==> config.mk <==
export PLATFORM = sky130hd
export DESIGN_NAME = bitbang_port
export DESIGN_NICKNAME = d
export VERILOG_FILES = /design/src/rtl/bb_pkg.sv /design/src/rtl/bb_tick_gen.sv /design/src/rtl/bb_pin_sampler.sv /design/src/rtl/bb_sequencer.sv /design/src/rtl/bitbang_port.sv
export SDC_FILE = /design/constraint.sdc
export NUM_CORES = 1
export LEC_CHECK = 0
export ABC_CLOCK_PERIOD_IN_PS = 1950
export BUFFER_PORTS_ARGS = -buffer_cell sky130_fd_sc_hd__buf_2
export CORE_ASPECT_RATIO = 0.7
export CORE_UTILIZATION = 49
export DETAILED_ROUTE_END_ITERATION = 16
export GPL_TIMING_DRIVEN = 0
export MAX_ROUTING_LAYER = met4
export PLACE_DENSITY = 0.86
export SLEW_MARGIN = 10
export SYNTH_ARGS = -nofsm -noshare
export SYNTH_HDL_FRONTEND = slang
export SYNTH_SLANG_ARGS = --single-unit
==> constraint.sdc <==
create_clock -name clk -period 1.95 [get_ports clk]
set_clock_uncertainty 0.1 [all_clocks]
set_input_delay 0.0975 -clock clk [delete_from_list [all_inputs] [get_ports clk]]
set_output_delay 0.0975 -clock clk [all_outputs]
set_load 0.01 [all_outputs]
==> src/rtl/bb_pkg.sv <==
package bb_pkg;
  typedef enum logic {
    BB_FREE = 1'b0,
    BB_LOCK = 1'b1
  } bb_mode_e;
endpackage

==> src/rtl/bb_tick_gen.sv <==
module bb_tick_gen #(
  parameter int PRESC_W = 8
) (
  input  logic               clk,
  input  logic               rst,
  input  logic [PRESC_W-1:0] prescale,
  output logic               tick
);
  logic [PRESC_W-1:0] cnt;

  always_ff @(posedge clk) begin
    if (rst) begin
      cnt  <= '0;
      tick <= 1'b0;
    end else if (cnt >= prescale) begin
      cnt  <= '0;
      tick <= 1'b1;
    end else begin
      cnt  <= cnt + 1'b1;
      tick <= 1'b0;
    end
  end

  // ticks are spaced apart unless the period is a single cycle
  a_r2_tick_spacing: assert property (@(posedge clk) disable iff (rst)
    tick |=> (!tick || $past(prescale) == '0));
endmodule

==> src/rtl/bb_pin_sampler.sv <==
module bb_pin_sampler #(
  parameter int WIDTH = 8
) (
  input  logic             clk,
  input  logic             rst,
  input  logic [WIDTH-1:0] pin_in,
  input  logic [WIDTH-1:0] pin_out,
  input  logic [WIDTH-1:0] pin_oe,
  output logic [WIDTH-1:0] read_val
);
  localparam int STAGES = 2;
  logic [WIDTH-1:0] sync_q [STAGES];

  always_ff @(posedge clk) begin
    if (rst) begin
      for (int i = 0; i < STAGES; i++) sync_q[i] <= '0;
    end else begin
      sync_q[0] <= pin_in;
      for (int i = 1; i < STAGES; i++) sync_q[i] <= sync_q[i-1];
    end
  end

  for (genvar b = 0; b < WIDTH; b++) begin : g_bit
    assign read_val[b] = pin_oe[b] ? pin_out[b] : sync_q[STAGES-1][b];
  end
endmodule

==> src/rtl/bb_sequencer.sv <==
module bb_sequencer
  import bb_pkg::*;
#(
  parameter int WIDTH = 8
) (
  input  logic             clk,
  input  logic             rst,
  input  logic             tick,
  input  logic             sync_mode,
  input  logic [WIDTH-1:0] dir_mask,
  input  logic             in_valid,
  input  logic [WIDTH-1:0] in_data,
  output logic             in_ready,
  input  logic             out_ready,
  output logic             out_valid,
  output logic [WIDTH-1:0] out_data,
  input  logic [WIDTH-1:0] read_val,
  output logic [WIDTH-1:0] pin_out,
  output logic [WIDTH-1:0] pin_oe,
  output logic             wr_n,
  output logic             rd_n
);
  bb_mode_e mode;
  logic     do_write;
  logic     do_read;

  assign mode     = bb_mode_e'(sync_mode);
  assign in_ready = tick && (mode == BB_FREE || !out_valid);
  assign do_write = in_valid && in_ready;
  assign do_read  = (mode == BB_LOCK) ? do_write : (tick && !out_valid);

  always_ff @(posedge clk) begin
    if (rst) begin
      pin_out   <= '0;
      pin_oe    <= '0;
      wr_n      <= 1'b1;
      rd_n      <= 1'b1;
      out_valid <= 1'b0;
      out_data  <= '0;
    end else begin
      pin_oe <= dir_mask;
      wr_n   <= !do_write;
      rd_n   <= !do_read;
      if (do_write) pin_out <= in_data;
      if (do_read) begin
        out_data  <= read_val;
        out_valid <= 1'b1;
      end else if (out_ready) begin
        out_valid <= 1'b0;
      end
    end
  end

  // a write strobe only follows a timer tick
  a_r5_wr_after_tick: assert property (@(posedge clk) disable iff (rst)
    !wr_n |-> $past(tick));
  // a waiting sample is neither dropped nor replaced
  a_r3_no_overflow: assert property (@(posedge clk) disable iff (rst)
    (out_valid && !out_ready) |=> (out_valid && $stable(out_data)));
  // port holds when nothing was taken
  a_r6_port_hold: assert property (@(posedge clk) disable iff (rst)
    !(in_valid && in_ready) |=> $stable(pin_out));
  // lockstep reads are paired with writes
  a_r7_lock_pair: assert property (@(posedge clk) disable iff (rst)
    (!rd_n && $past(sync_mode)) |-> !wr_n);
  // lockstep refuses input while a sample waits
  a_r8_lock_stall: assert property (@(posedge clk) disable iff (rst)
    (sync_mode && out_valid) |-> !in_ready);
endmodule

==> src/rtl/bitbang_port.sv <==
module bitbang_port #(
  parameter int WIDTH   = 8,
  parameter int PRESC_W = 8
) (
  input  logic               clk,
  input  logic               rst,
  input  logic [PRESC_W-1:0] prescale,
  input  logic               sync_mode,
  input  logic [WIDTH-1:0]   dir_mask,
  input  logic               in_valid,
  input  logic [WIDTH-1:0]   in_data,
  output logic               in_ready,
  output logic               out_valid,
  output logic [WIDTH-1:0]   out_data,
  input  logic               out_ready,
  input  logic [WIDTH-1:0]   pin_in,
  output logic [WIDTH-1:0]   pin_out,
  output logic [WIDTH-1:0]   pin_oe,
  output logic               wr_n,
  output logic               rd_n
);
  logic             tick;
  logic [WIDTH-1:0] read_val;

  bb_tick_gen #(.PRESC_W(PRESC_W)) u_tick (
    .clk      (clk),
    .rst      (rst),
    .prescale (prescale),
    .tick     (tick)
  );

  bb_pin_sampler #(.WIDTH(WIDTH)) u_sampler (
    .clk      (clk),
    .rst      (rst),
    .pin_in   (pin_in),
    .pin_out  (pin_out),
    .pin_oe   (pin_oe),
    .read_val (read_val)
  );

  bb_sequencer #(.WIDTH(WIDTH)) u_seq (
    .clk       (clk),
    .rst       (rst),
    .tick      (tick),
    .sync_mode (sync_mode),
    .dir_mask  (dir_mask),
    .in_valid  (in_valid),
    .in_data   (in_data),
    .in_ready  (in_ready),
    .out_ready (out_ready),
    .out_valid (out_valid),
    .out_data  (out_data),
    .read_val  (read_val),
    .pin_out   (pin_out),
    .pin_oe    (pin_oe),
    .wr_n      (wr_n),
    .rd_n      (rd_n)
  );

  // strobes are idle and nothing is driven in the cycle after reset
  a_r1_reset_idle: assert property (@(posedge clk)
    $past(rst) |-> (wr_n && rd_n && !out_valid && pin_oe == '0));
endmodule

==> results.toml <==
[run_status]
status = "completed"

[drt]
routed-via-count = 1600
wire_per_inst_um = 13.1
routed_wl_mm = 4.38
drt-pass1-iter-count = 4
via_per_inst = 4.78
drc = 0
antenna_left = 0
drt_iter0_drc = 74

[clock_tree]
clkTransAtPathRegs_ns = 0.09
clockRootBuffer = "clkbuf_8"
cts_tree = "done"
clockBufferDepth = 2
cts_htree_levels = 2
cts_sinks = 52
cts_buffers = 5
insertion_delay_ns = 0.30

[setup_path]
critPathMaxStageDelay_ns = 0.42
critPathTopFamily = "simple AND/OR/NAND/NOR gates"
crit_chain = "ha_1, or3_1, a21oi_2, o31ai_4, buf_12, nor2b_1"
worstSetupPathType = "flip-flop to flip-flop"
cp_slowest_cell = "dfxtp_1"
crit_required_ns = 2.03
arrival_ns = 1.91
path_buf_inv = 1
start_kind = "flip-flop"
critPathCaptureType = "flip-flop"
path_max_fanout = 9

[sta]
fin_crit_ns = 1.83
fin_hold_ws_ns = 0.00252
finalSetupViolCount = 0
finalHoldViolCount = 0
finalSetupTns_ns = 0
min_period_over_period = 0.940
rsz0062_at_grt = "no"
relSlewSlack = 0.595
drv_slew = 0
fmaxAchievable_mhz = 546
tightest_slew_ns = 0.608

[die]
io_pins = 65
row_count = 18
die_height_um = 55.3
die_w_um = 78.1
coreArea_mm2 = 0.00369
die-area_mm2 = 0.00431
start_util = 0.538

[global_route]
grt_max_degree = 17
grt_overflow = 0
grt_usage = 0.222
grt_pass1_vias = 1557
antenna_found_initial = 0
grt_pass1_wl_mm = 7.06

[synth]
ys.flop_type = "dfxtp_1"
yosysSeqAreaShare = 0.524
yosys_warnings = 0
async_flop_share = 0
synthCells = 190
ys_ff_latch = 52
syn_area_mm2 = 0.00199
syn_nets = 236
ys_types = 29
synth_edf_count = 0
syn_area_per_cell_um2 = 10.5

[final_layout]
syn_to_final_growth_pct = 37.7
instances_no_fill = 335
antenna_cells = 0
nets = 330
fin_area_mm2 = 0.00273
drive_gt1_frac = 0.305

[pwr]
p_leak_nw = 1.22
ir_worst_vdd_mv = 0.675
power_density_mw_per_mm2 = 743
total_power_mw = 2.03

[place]
postPlaceCellArea_mm2 = 0.00236
dpl.hpwl_mm = 2.94
io_buffers = 62
numPlacedInstances = 302
place_congestion = 0.809

[min_path]
hp-class = "primary input to flip-flop"

[job]
drv_cap = 0
## cells by family (layout without fill, tap and decap cells)
kind of cell / after synthesis / in the layout / share of synthesized area
adder cells (fa/ha/maj): 9 / 9 / 0.0567
flip-flops: 52 / 52 / 0.524
buffers and inverters: 17 / 112 / 0.0378
AND/OR/NAND/NOR: 74 / 74 / 0.224
XOR/XNOR: 6 / 6 / 0.0265
AO/OA/AOI/OAI: 24 / 24 / 0.0901
multiplexers: 8 / 8 / 0.0403
## per-stage QoR
step / setup WS (ns) / util
after floorplan: 0.262 / -
final: 0.117 / 0.740
after CTS: 0.0875 / 0.734
after detailed placement: 0.106 / 0.639
after global routing: 0.0727 / 0.740
after global placement: 0.140 / 0.639
## timing repair
item | 4_1_cts | 5_1_grt
hold endpoints to repair | 24 | 0
gates resized for setup | 0 | 1
endpoints found under the setup margin | 0 | 9
hold buffers | 24 | 0
buffers inserted | 0 | 1
## worst register-to-register path, delay by kind of cell (launching register included)
family,cells,cell delay (ns)
simple gates,2,0.48
flops,1,0.42
compound gates,2,0.29
fa+ha+maj,1,0.26
buf+inv,1,0.16
## metal layers
layer | wire length [µm] | part of all wire | GRT usage | up-vias
met4 | 46 | 0.010 | 0.0635 | 0
li1 | - | - | - | 824
met5 | 0 | 0 | - | -
met1 | 2140 | 0.49 | 0.292 | 722
met3 | 225 | 0.051 | 0.0562 | 7
met2 | 1970 | 0.45 | 0.340 | 47
## Yosys cell counts (all sizes together) (5+ instances only)
| cell type | count | share of area |
|---|---|---|
| a211oi | 8 | 0.030 |
| a21oi | 12 | 0.036 |
| clkbuf | 6 | 0.011 |
| dfxtp | 52 | 0.52 |
| ha | 9 | 0.057 |
| inv | 9 | 0.017 |
| mux2i | 8 | 0.040 |
| nand2 | 9 | 0.017 |
| nand3 | 14 | 0.035 |
| nor2 | 9 | 0.017 |
| nor2b | 26 | 0.082 |
| nor3 | 7 | 0.033 |
| xor2 | 5 | 0.022 |
## where the power goes
group	total (mW)	internal, mW	switching, mW
sequential	1.11	1.09	0.0179
clock	0.723	0.380	0.343
combinational	0.199	0.113	0.0864
## worst paths after layout
check / from / endpoint / slack, ns / cells past startpoint
worst min-delay path: out_ready / u_seq.out_valid / 0.003 / 4
worst max-delay path: u_tick.cnt[2] / u_tick.tick / 0.12 / 6
worst min register to register: u_sampler.sync_q[0][4] / u_sampler.sync_q[0][12] / 0.35 / 1
worst max register to register: u_tick.cnt[2] / u_tick.tick / 0.12 / 6
## layout by cell type, fill, tap and decap left out, drive strengths merged
master       instances
buf                 65
dfxtp               52
nor2b               26
dlygate4sd3         24
nand3               14
a21oi               12
clkbuf              11
inv                  9
nand2                9
nor2                 9
ha                   9
mux2i                8
a211oi               8
nor3                 7
xor2                 5
nand2b               2
and3                 2
nor3b                2
a21boi               1
or3                  1
o21a                 1
or4                  1
a21o                 1
o31ai                1
xnor2                1
or2                  1
clkinv               1
bufinv               1
clkinvlp             1
## layout make-up
type	count	area, µm²
Timing Repair Buffer	87	571
Clock inverter	3	42.5
Fill cell	270	960
Multi-Input combinational cell	121	873
Clock buffer	5	68.8
Buffer	8	41.3
Sequential cell	52	1040
Inverter	9	33.8
Tap cell	50	62.6
## sequential cells by signal, indices dropped and copies added, names as in the netlist
name              cells
u_seq.wr_n            1
u_seq.out_data        8
u_tick.tick           1
u_seq.out_valid       1
u_sampler.sync_q     16
u_tick.cnt            8
u_seq.pin_out         8
u_seq.pin_oe          8
u_seq.rd_n            1
Note: power is estimated with default switching activity, not from simulation.
